File: config.mk
export PLATFORM = sky130hd
export DESIGN_NAME = txn_splitter
export DESIGN_NICKNAME = d
export VERILOG_FILES = /design/src/rtl/txn_splitter.sv
export SDC_FILE = /design/constraint.sdc
export NUM_CORES = 1
export LEC_CHECK = 0
export BUFFER_PORTS_ARGS = -buffer_cell sky130_fd_sc_hd__buf_2
export CAP_MARGIN = 10
export CORE_MARGIN = 2
export CORE_UTILIZATION = 47
export DETAILED_ROUTE_END_ITERATION = 16
export PLACE_DENSITY_LB_ADDON = 0.25
export SETUP_SLACK_MARGIN = 0.15
export SLEW_MARGIN = 25
export SYNTH_ARGS = -nofsm -noshare
export SYNTH_HDL_FRONTEND = slang
export SYNTH_SLANG_ARGS = --single-unit
File: constraint.sdc
create_clock -name clk -period 8.4 [get_ports clk]
set_clock_uncertainty 0.1 [all_clocks]
set_input_delay 0.42 -clock clk [delete_from_list [all_inputs] [get_ports clk]]
set_output_delay 0.42 -clock clk [all_outputs]
set_load 0.005 [all_outputs]
File: src/rtl/txn_splitter.sv
module txn_splitter #(
  parameter int AW = 32,
  parameter int CW = 8
) (
  input  logic          clk,
  input  logic          rst_n,
  input  logic          req_valid,
  output logic          req_ready,
  input  logic [AW-1:0] req_addr,
  input  logic [CW-1:0] req_bytes,
  input  logic          cfg_port32,
  input  logic          cfg_burst_en,
  input  logic          cfg_burst8,
  output logic          req_done,
  output logic          xt_valid,
  input  logic          xt_ready,
  output logic [AW-1:0] xt_addr,
  output logic [5:0]    xt_bytes,
  output logic          xt_burst,
  input  logic          xt_done,
  input  logic          ext_master_mode,
  input  logic          grant_req,
  output logic          grant_out,
  output logic          bus_busy
);
  typedef enum logic [1:0] {S_IDLE, S_ISSUE, S_WAIT, S_DONE} st_t;

  st_t           st;
  logic [AW-1:0] addr_q;
  logic [CW-1:0] rem_q;
  logic          p32_q, ben_q, b8_q;
  logic [5:0]    chunk;
  logic [CW-1:0] chunk_w, cur;
  logic          accept;

  assign chunk   = ben_q ? (p32_q ? (b8_q ? 6'd32 : 6'd16) : (b8_q ? 6'd16 : 6'd8))
                         : (p32_q ? 6'd4 : 6'd2);
  assign chunk_w = CW'(chunk);
  assign cur     = (rem_q < chunk_w) ? rem_q : chunk_w;

  assign bus_busy  = (st == S_ISSUE) || (st == S_WAIT);
  assign grant_out = ext_master_mode && grant_req && !bus_busy;
  assign req_ready = (st == S_IDLE || st == S_DONE) && !grant_out;
  assign accept    = req_valid && req_ready;
  assign req_done  = (st == S_DONE);
  assign xt_valid  = (st == S_ISSUE);
  assign xt_addr   = addr_q;
  assign xt_bytes  = cur[5:0];
  assign xt_burst  = ben_q;

  always_ff @(posedge clk) begin
    if (!rst_n) begin
      st     <= S_IDLE;
      addr_q <= '0;
      rem_q  <= '0;
      p32_q  <= 1'b0;
      ben_q  <= 1'b0;
      b8_q   <= 1'b0;
    end else begin
      case (st)
        S_IDLE, S_DONE: begin
          if (accept) begin
            st     <= S_ISSUE;
            addr_q <= req_addr;
            rem_q  <= req_bytes;
            p32_q  <= cfg_port32;
            ben_q  <= cfg_burst_en;
            b8_q   <= cfg_burst8;
          end else begin
            st <= S_IDLE;
          end
        end
        S_ISSUE: if (xt_ready) begin
          st     <= S_WAIT;
          addr_q <= addr_q + AW'(cur);
          rem_q  <= rem_q - cur;
        end
        S_WAIT: if (xt_done) st <= (rem_q == '0) ? S_DONE : S_ISSUE;
        default: st <= S_IDLE;
      endcase
    end
  end
endmodule


Word-level counts from Yosys, hierarchy flattened
Cells that the tools add are included.
- output and inout port bits: 44
- word-level logic and storage cells: 47
- flip-flop bits (word level): 45
- input port bits: 50
- order comparisons: 1
- equal/unequal tests: 6
- multiplexer cells: 17
- reduce and logical (&&, ||, !) cells: 15
- add/subtract/negate cells: 2
- operator list (cell ; number):
    32-bit two-way mux ; 2
    32-bit case mux with 2 select lines ; 1
    32-bit by 8-bit adder with 32-bit output ; 1
    8-bit two-way mux ; 3
    6-bit two-way mux ; 3
    8-bit case mux with 2 select lines ; 1
    8-bit logical NOT ; 1
    8-bit by 6-bit less-than comparator with 1-bit output ; 1
    8-bit subtractor ; 1
    2-bit two-way mux ; 3
    2-bit case mux with 3 select lines ; 1
    5-bit two-way mux ; 1
    2-bit == test (second input constant) ; 2
    1-bit logical AND ; 4
    2-bit inequality test (second input constant) ; 2
    2-bit AND reduction ; 2
    3-bit two-way mux ; 1
    3-bit AND reduction ; 1
    2-bit by 1-bit == test with 1-bit output (second input constant) ; 1
    1-bit logical NOT ; 2
    2-bit logical NOT ; 1
    1-bit logical OR ; 2
    2-bit by 1-bit inequality test with 1-bit output (second input constant) ; 1
    2-bit nonzero test ; 1
    2 further kinds ; 2

Logic depth before layout (Yosys ltp)
- depth after elaboration: 9
- mapped depth: 20
- gate-level depth less buffers: 18

Worst setup path after synthesis
OpenSTA, ideal clock, no wires.
- path kind: reg-to-reg
- start: register p32_q
- end: register addr_q[14], in the netlist xt_addr[14]
- path buffers: 2
- path slack: 4.314 ns
- arrival: 3.912 ns
- library setup time: 0.074 ns
- cell stages (with the launch flop): 18
- data required time: 8.226 ns
- clock period less this slack: 4.086 ns
- cell sequence: dfxtp_1 inv_1 ha_1 nand2_1 ha_1 a2111o_1 a31oi_1 buf_2 and2_1 ha_1 inv_1 fa_1 nand2b_1 a21oi_1 o21ai_0 clkbuf_1 or4_1 a31oi_1
- longest elaborated chain between the ends: 7
- elaborated cells on any way between the ends: 8
- those cells by class: add/sub: 1; order compare: 1; mux: 6
- ends and longest elaborated chain (what ; RTL line ; source):
    from (decl) ; 31 ; logic p32_q, ben_q, b8_q;
    from (signal assigned) ; 66 ; p32_q <= cfg_port32;
    6-bit two-way mux or 3-bit two-way mux (tied branches) ; 36, 37 ;
    6-bit two-way mux * ; 36 ; assign chunk = ben_q ? (p32_q ? (b8_q ? 6'd32 : 6'd16) : (b8_q ? 6'd16 : 6'd8))
    8-bit by 6-bit less-than comparator with 1-bit output ; 39 ; assign cur = (rem_q < chunk_w) ? rem_q : chunk_w;
    8-bit two-way mux * ; 39 ;
    net xt_bytes[0] ; 18 ; output logic [5:0] xt_bytes,
    32-bit by 8-bit adder with 32-bit output * ; 75 ; addr_q <= addr_q + AW'(cur);
    32-bit two-way mux * ; 73 ; S_ISSUE: if (xt_ready) begin
    32-bit case mux with 2 select lines * ; 60 ; case (st)
    to (signal assigned) ; 64 ; addr_q <= req_addr;
    to (signal assigned) ; 75 ;
    to (decl) ; 29 ; logic [AW-1:0] addr_q;
The timed path passes the listed nets; every way through them passes the cells marked *. The select of a mux whose other input is x is not followed.
A chain may end at the register's enable or synchronous reset.

Worst setup path after layout
- start: register p32_q
- end: register addr_q[30], in the netlist xt_addr[30]
- longest elaborated chain between the ends: 7
- elaborated cells on any way between the ends: 8
- those cells by class: add/sub: 1; order compare: 1; mux: 6
- ends and longest elaborated chain (what ; RTL line):
    6-bit two-way mux or 3-bit two-way mux (tied branches) ; 36, 37
    6-bit two-way mux * ; 36
    8-bit by 6-bit less-than comparator with 1-bit output ; 39
    8-bit two-way mux * ; 39
    32-bit by 8-bit adder with 32-bit output * ; 75
    32-bit two-way mux * ; 73
    32-bit case mux with 2 select lines * ; 60
Every way passes the cells marked *; elsewhere a longest branch is shown, timed or not. The select of a mux whose other input is x is not followed.

==> flow_metrics.env <==
export IMPL_outcome="finished clean"
export IMPL_power_frac_clock_pct=20.2
export IMPL_overflow=0
export IMPL_p_sw_share_pct=40.13
export IMPL_grt_usage_pct=24.99
export IMPL_fmax_mhz=235.7
export IMPL_first_pass_iters=5
export IMPL_hold_viol_final=0
export IMPL_p_leak_nw=1.774
export IMPL_tritoncts="done"
export IMPL_final_max_slew_viol_count=0
export IMPL_ff2ff_path_depth=16
export IMPL_die_x_um=89.16
export IMPL_critPathLaunchType="flip-flop"
export IMPL_arrival_ns=4.36
export IMPL_finalNetCount=592
export IMPL_min_path_type="input port to flip-flop"
export IMPL_worstPathRequired_ns=8.52
export IMPL_syn_inst=437
export IMPL_setup_viol_count_final=0
export IMPL_syn_cell_area_um2=3408
export IMPL_finalCritPeriodShare_pct=50.50
export IMPL_ios=94
export IMPL_power_density_nw_per_um2=178.6
export IMPL_drc=0
export IMPL_ant_nets=0
export IMPL_cap_viol_max_count=0
export IMPL_insertion_delay_ns=0.31
export IMPL_post_cts_setup_buffers=0
export IMPL_ys_ff_latch=45
export IMPL_rows=31
export IMPL_core_um2=7137
export IMPL_synth_seq_area_share_pct=26.43
export IMPL_placed_cells=610
export IMPL_cp_max_fo=13
export IMPL_drtIter0Drc=142
export IMPL_antenna_found_initial=0
export IMPL_ctsHoldBuffers=0
export IMPL_start_util_pct=47.76
export IMPL_antennaDiodeCount=0
export IMPL_grt_max_degree=50
export IMPL_final_min_clock_period_ns=4.242
export IMPL_stdcell_count=618
export IMPL_vdd_drop_max_uv=75.38
export IMPL_cts_max_path_buffers=2
export IMPL_hold_depth=3
export IMPL_synthToLayoutAreaGrowth_pct=17.07
export IMPL_critPathKind="flip-flop to flip-flop"
export IMPL_vias=3723
export IMPL_clockRootBuffer="clkbuf_8"
export IMPL_post_drt_wl_per_cell_um=16.08
export IMPL_seq_area_um2=900.9
export IMPL_fp_dieArea_um2=7949
export IMPL_ys_flop_type="dfxtp_1"
export IMPL_fill_cells=698
export IMPL_multi_input_area_um2=2292
export IMPL_p_switching_uw=285.9
export IMPL_synthArstFlopShare_pct=0
export IMPL_h_tree_depth=2
export IMPL_crit_slowest_cell="or4_1"
export IMPL_combPwrFrac_pct=41.3
export IMPL_drive_gt1_share_pct=23.31
export IMPL_p_int_uw=426.6
export IMPL_wl_mm=9.938
export IMPL_synth_edf_count=0
export IMPL_rsz0062_at_grt="false"
export IMPL_avgSynthCellArea_um2=7.799
export IMPL_max_stage_delay_ns=0.49
export IMPL_ys_types=67
export IMPL_cts_buffers=5
export IMPL_finalSetupTns_ns=0
export IMPL_cts_clk_slew_worst_paths_ns=0.10
export IMPL_max_slew_margin_pct=38.42
export IMPL_end_kind="flip-flop"
export IMPL_worst_pin_slew_ns=0.9227
export IMPL_die_y_um=89.16
export IMPL_gp_congestion=0.8834
export IMPL_grt_pass1_vias=3348
export IMPL_path_common_cell="ha_1"
export IMPL_p_seq_share_pct=38.5
export IMPL_io_buffers=93
export IMPL_dpl_hpwl_mm=6.904
export IMPL_via_per_inst=6.024
export IMPL_cts_resized=0
export IMPL_cts_sinks=45
export IMPL_path_cells="inv_1, ha_1, nand2_1, ha_1, a2111o_1, a31oi_1, and2_1, ha_1, inv_1, fa_1, nand2b_1, a21oi_1, o21ai_0, buf_4, or4_1, a31oi_1"
export IMPL_grt_first_pass_wirelength_mm=15.79
export IMPL_synth_warnings=0
-- worst max-delay path: cells and delay by family, from the launching register on --
kind            cells  cell delay [ns]
compound gates      5             1.24
fa+ha+maj           4             1.07
buf+inv             3             0.34
flops               1             0.42
simple gates        4             0.99
-- area by class of cell --
type                       count  share of cell area, %
clock inverter                 3                 0.5644
clock buffer                   5                  1.725
multi-input combinational    348                  57.45
sequential                    45                  22.58
inverter                      19                  1.787
timing repair buffer          99                  12.79
tap                           99                  3.104
-- cells by family after synthesis --
| kind of cell | count (synthesis) | share of synthesized area [%] |
|---|---|---|
| xor gates and xnor gates | 8 | 2.056 |
| buffers and inverters | 46 | 6.644 |
| other | 1 | 0.1100 |
| DFF | 45 | 26.43 |
| AOI/OAI and AO/OA | 163 | 32.01 |
| adders and majority gates | 24 | 9.251 |
| and+or+nand+nor | 142 | 21.11 |
| muxes | 8 | 2.386 |
-- cells in the final DEF (no fill, tap or decap), types with 4 or more instances in the layout --
cell      count
a211oi_1     10
and3_1        7
nand4_1       6
o211ai_1      9
o31ai_1       6
ha_1         22
nor2_1       33
inv_1        18
buf_2        93
and2_1        5
nand3_1      13
o21a_1        6
a31oi_1      12
dfxtp_1      45
a21o_1        7
nor2b_1       4
o22ai_1       5
mux2i_1       7
buf_4         6
o21ai_0      22
nor3_1        9
or4_1         6
a21oi_1      46
clkbuf_8      5
nand2_1      38
nand2b_1      4
xor2_1        5
a311oi_1      4
and4_1        4
-- power by group through the flow --
stage | Combinational [mW] | Clock, mW | Sequential, mW
after floorplan | 0.210 | 0 | 0.271
after global placement | 0.286 | 0 | 0.277
after detailed placement | 0.291 | 0 | 0.277
after CTS | 0.293 | 0.146 | 0.273
after global routing | 0.328 | 0.153 | 0.278
final | 0.295 | 0.144 | 0.274
-- state kept, by name, indices dropped and copies added (netlist names) --
register	count
b8_q	1
p32_q	1
rem_q	8
st	2
xt_addr	32
xt_burst	1
-- layer usage --
layer,global-route usage (%),vias to the layer above,share of wire (%)
li1,-,1808,-
met1,33.43,1763,44
met2,42.49,143,49
met3,3.693,9,6.4
met4,5.970,0,1.0
met5,0,-,0
-- synth_stat cells, types with 5 or more instances --
| cell | instances | area [um2] |
|---|---|---|
| a21oi_1 | 46 | 230.2 |
| dfxtp_1 | 45 | 900.9 |
| nand2_1 | 38 | 142.6 |
| nor2_1 | 33 | 123.9 |
| o21ai_0 | 23 | 115.1 |
| ha_1 | 22 | 275.3 |
| inv_1 | 18 | 67.56 |
| clkbuf_1 | 14 | 52.55 |
| nand3_1 | 13 | 65.06 |
| a31oi_1 | 12 | 75.07 |
| a211oi_1 | 10 | 75.07 |
| nor3_1 | 9 | 45.04 |
| o211ai_1 | 9 | 67.56 |
| a21o_1 | 7 | 52.55 |
| and3_1 | 7 | 43.79 |
| buf_2 | 7 | 35.03 |
| mux2i_1 | 7 | 70.07 |
| nand4_1 | 6 | 37.54 |
| o21a_1 | 6 | 45.04 |
| o31ai_1 | 6 | 45.04 |
| or4_1 | 6 | 45.04 |
| and2_1 | 5 | 31.28 |
| o22ai_1 | 5 | 31.28 |
| xor2_1 | 5 | 43.79 |
-- metrics by stage --
stage	instance area, um2	hold slack [ns]	power [mW]	setup WS (ns)	utilization (%)
finish	3990	0.2470	0.7125	4.158	55.91
global route	3990	0.2784	0.7600	3.877	55.91
CTS	3990	0.2433	0.7114	4.185	55.91
detailed placement	3899	0.3846	0.5683	4.247	54.63
global placement	3899	0.3803	0.5624	4.321	54.63
floorplan	3416	0.3495	0.4805	4.314	-
-- path summary, 6_finish.rpt --
path                               from                  endpoint  slack (ns)
setup reg to reg     p32_q$_SDFFE_PN0P_  xt_addr[30]$_SDFFE_PN0P_        4.16
setup / recovery     p32_q$_SDFFE_PN0P_  xt_addr[30]$_SDFFE_PN0P_        4.16
hold reg to reg   rem_q[0]$_SDFFE_PN0P_     rem_q[0]$_SDFFE_PN0P_        0.40
hold / removal             cfg_burst_en     xt_burst$_SDFFE_PN0P_        0.25
Note: power is estimated with default switching activity, not from simulation.
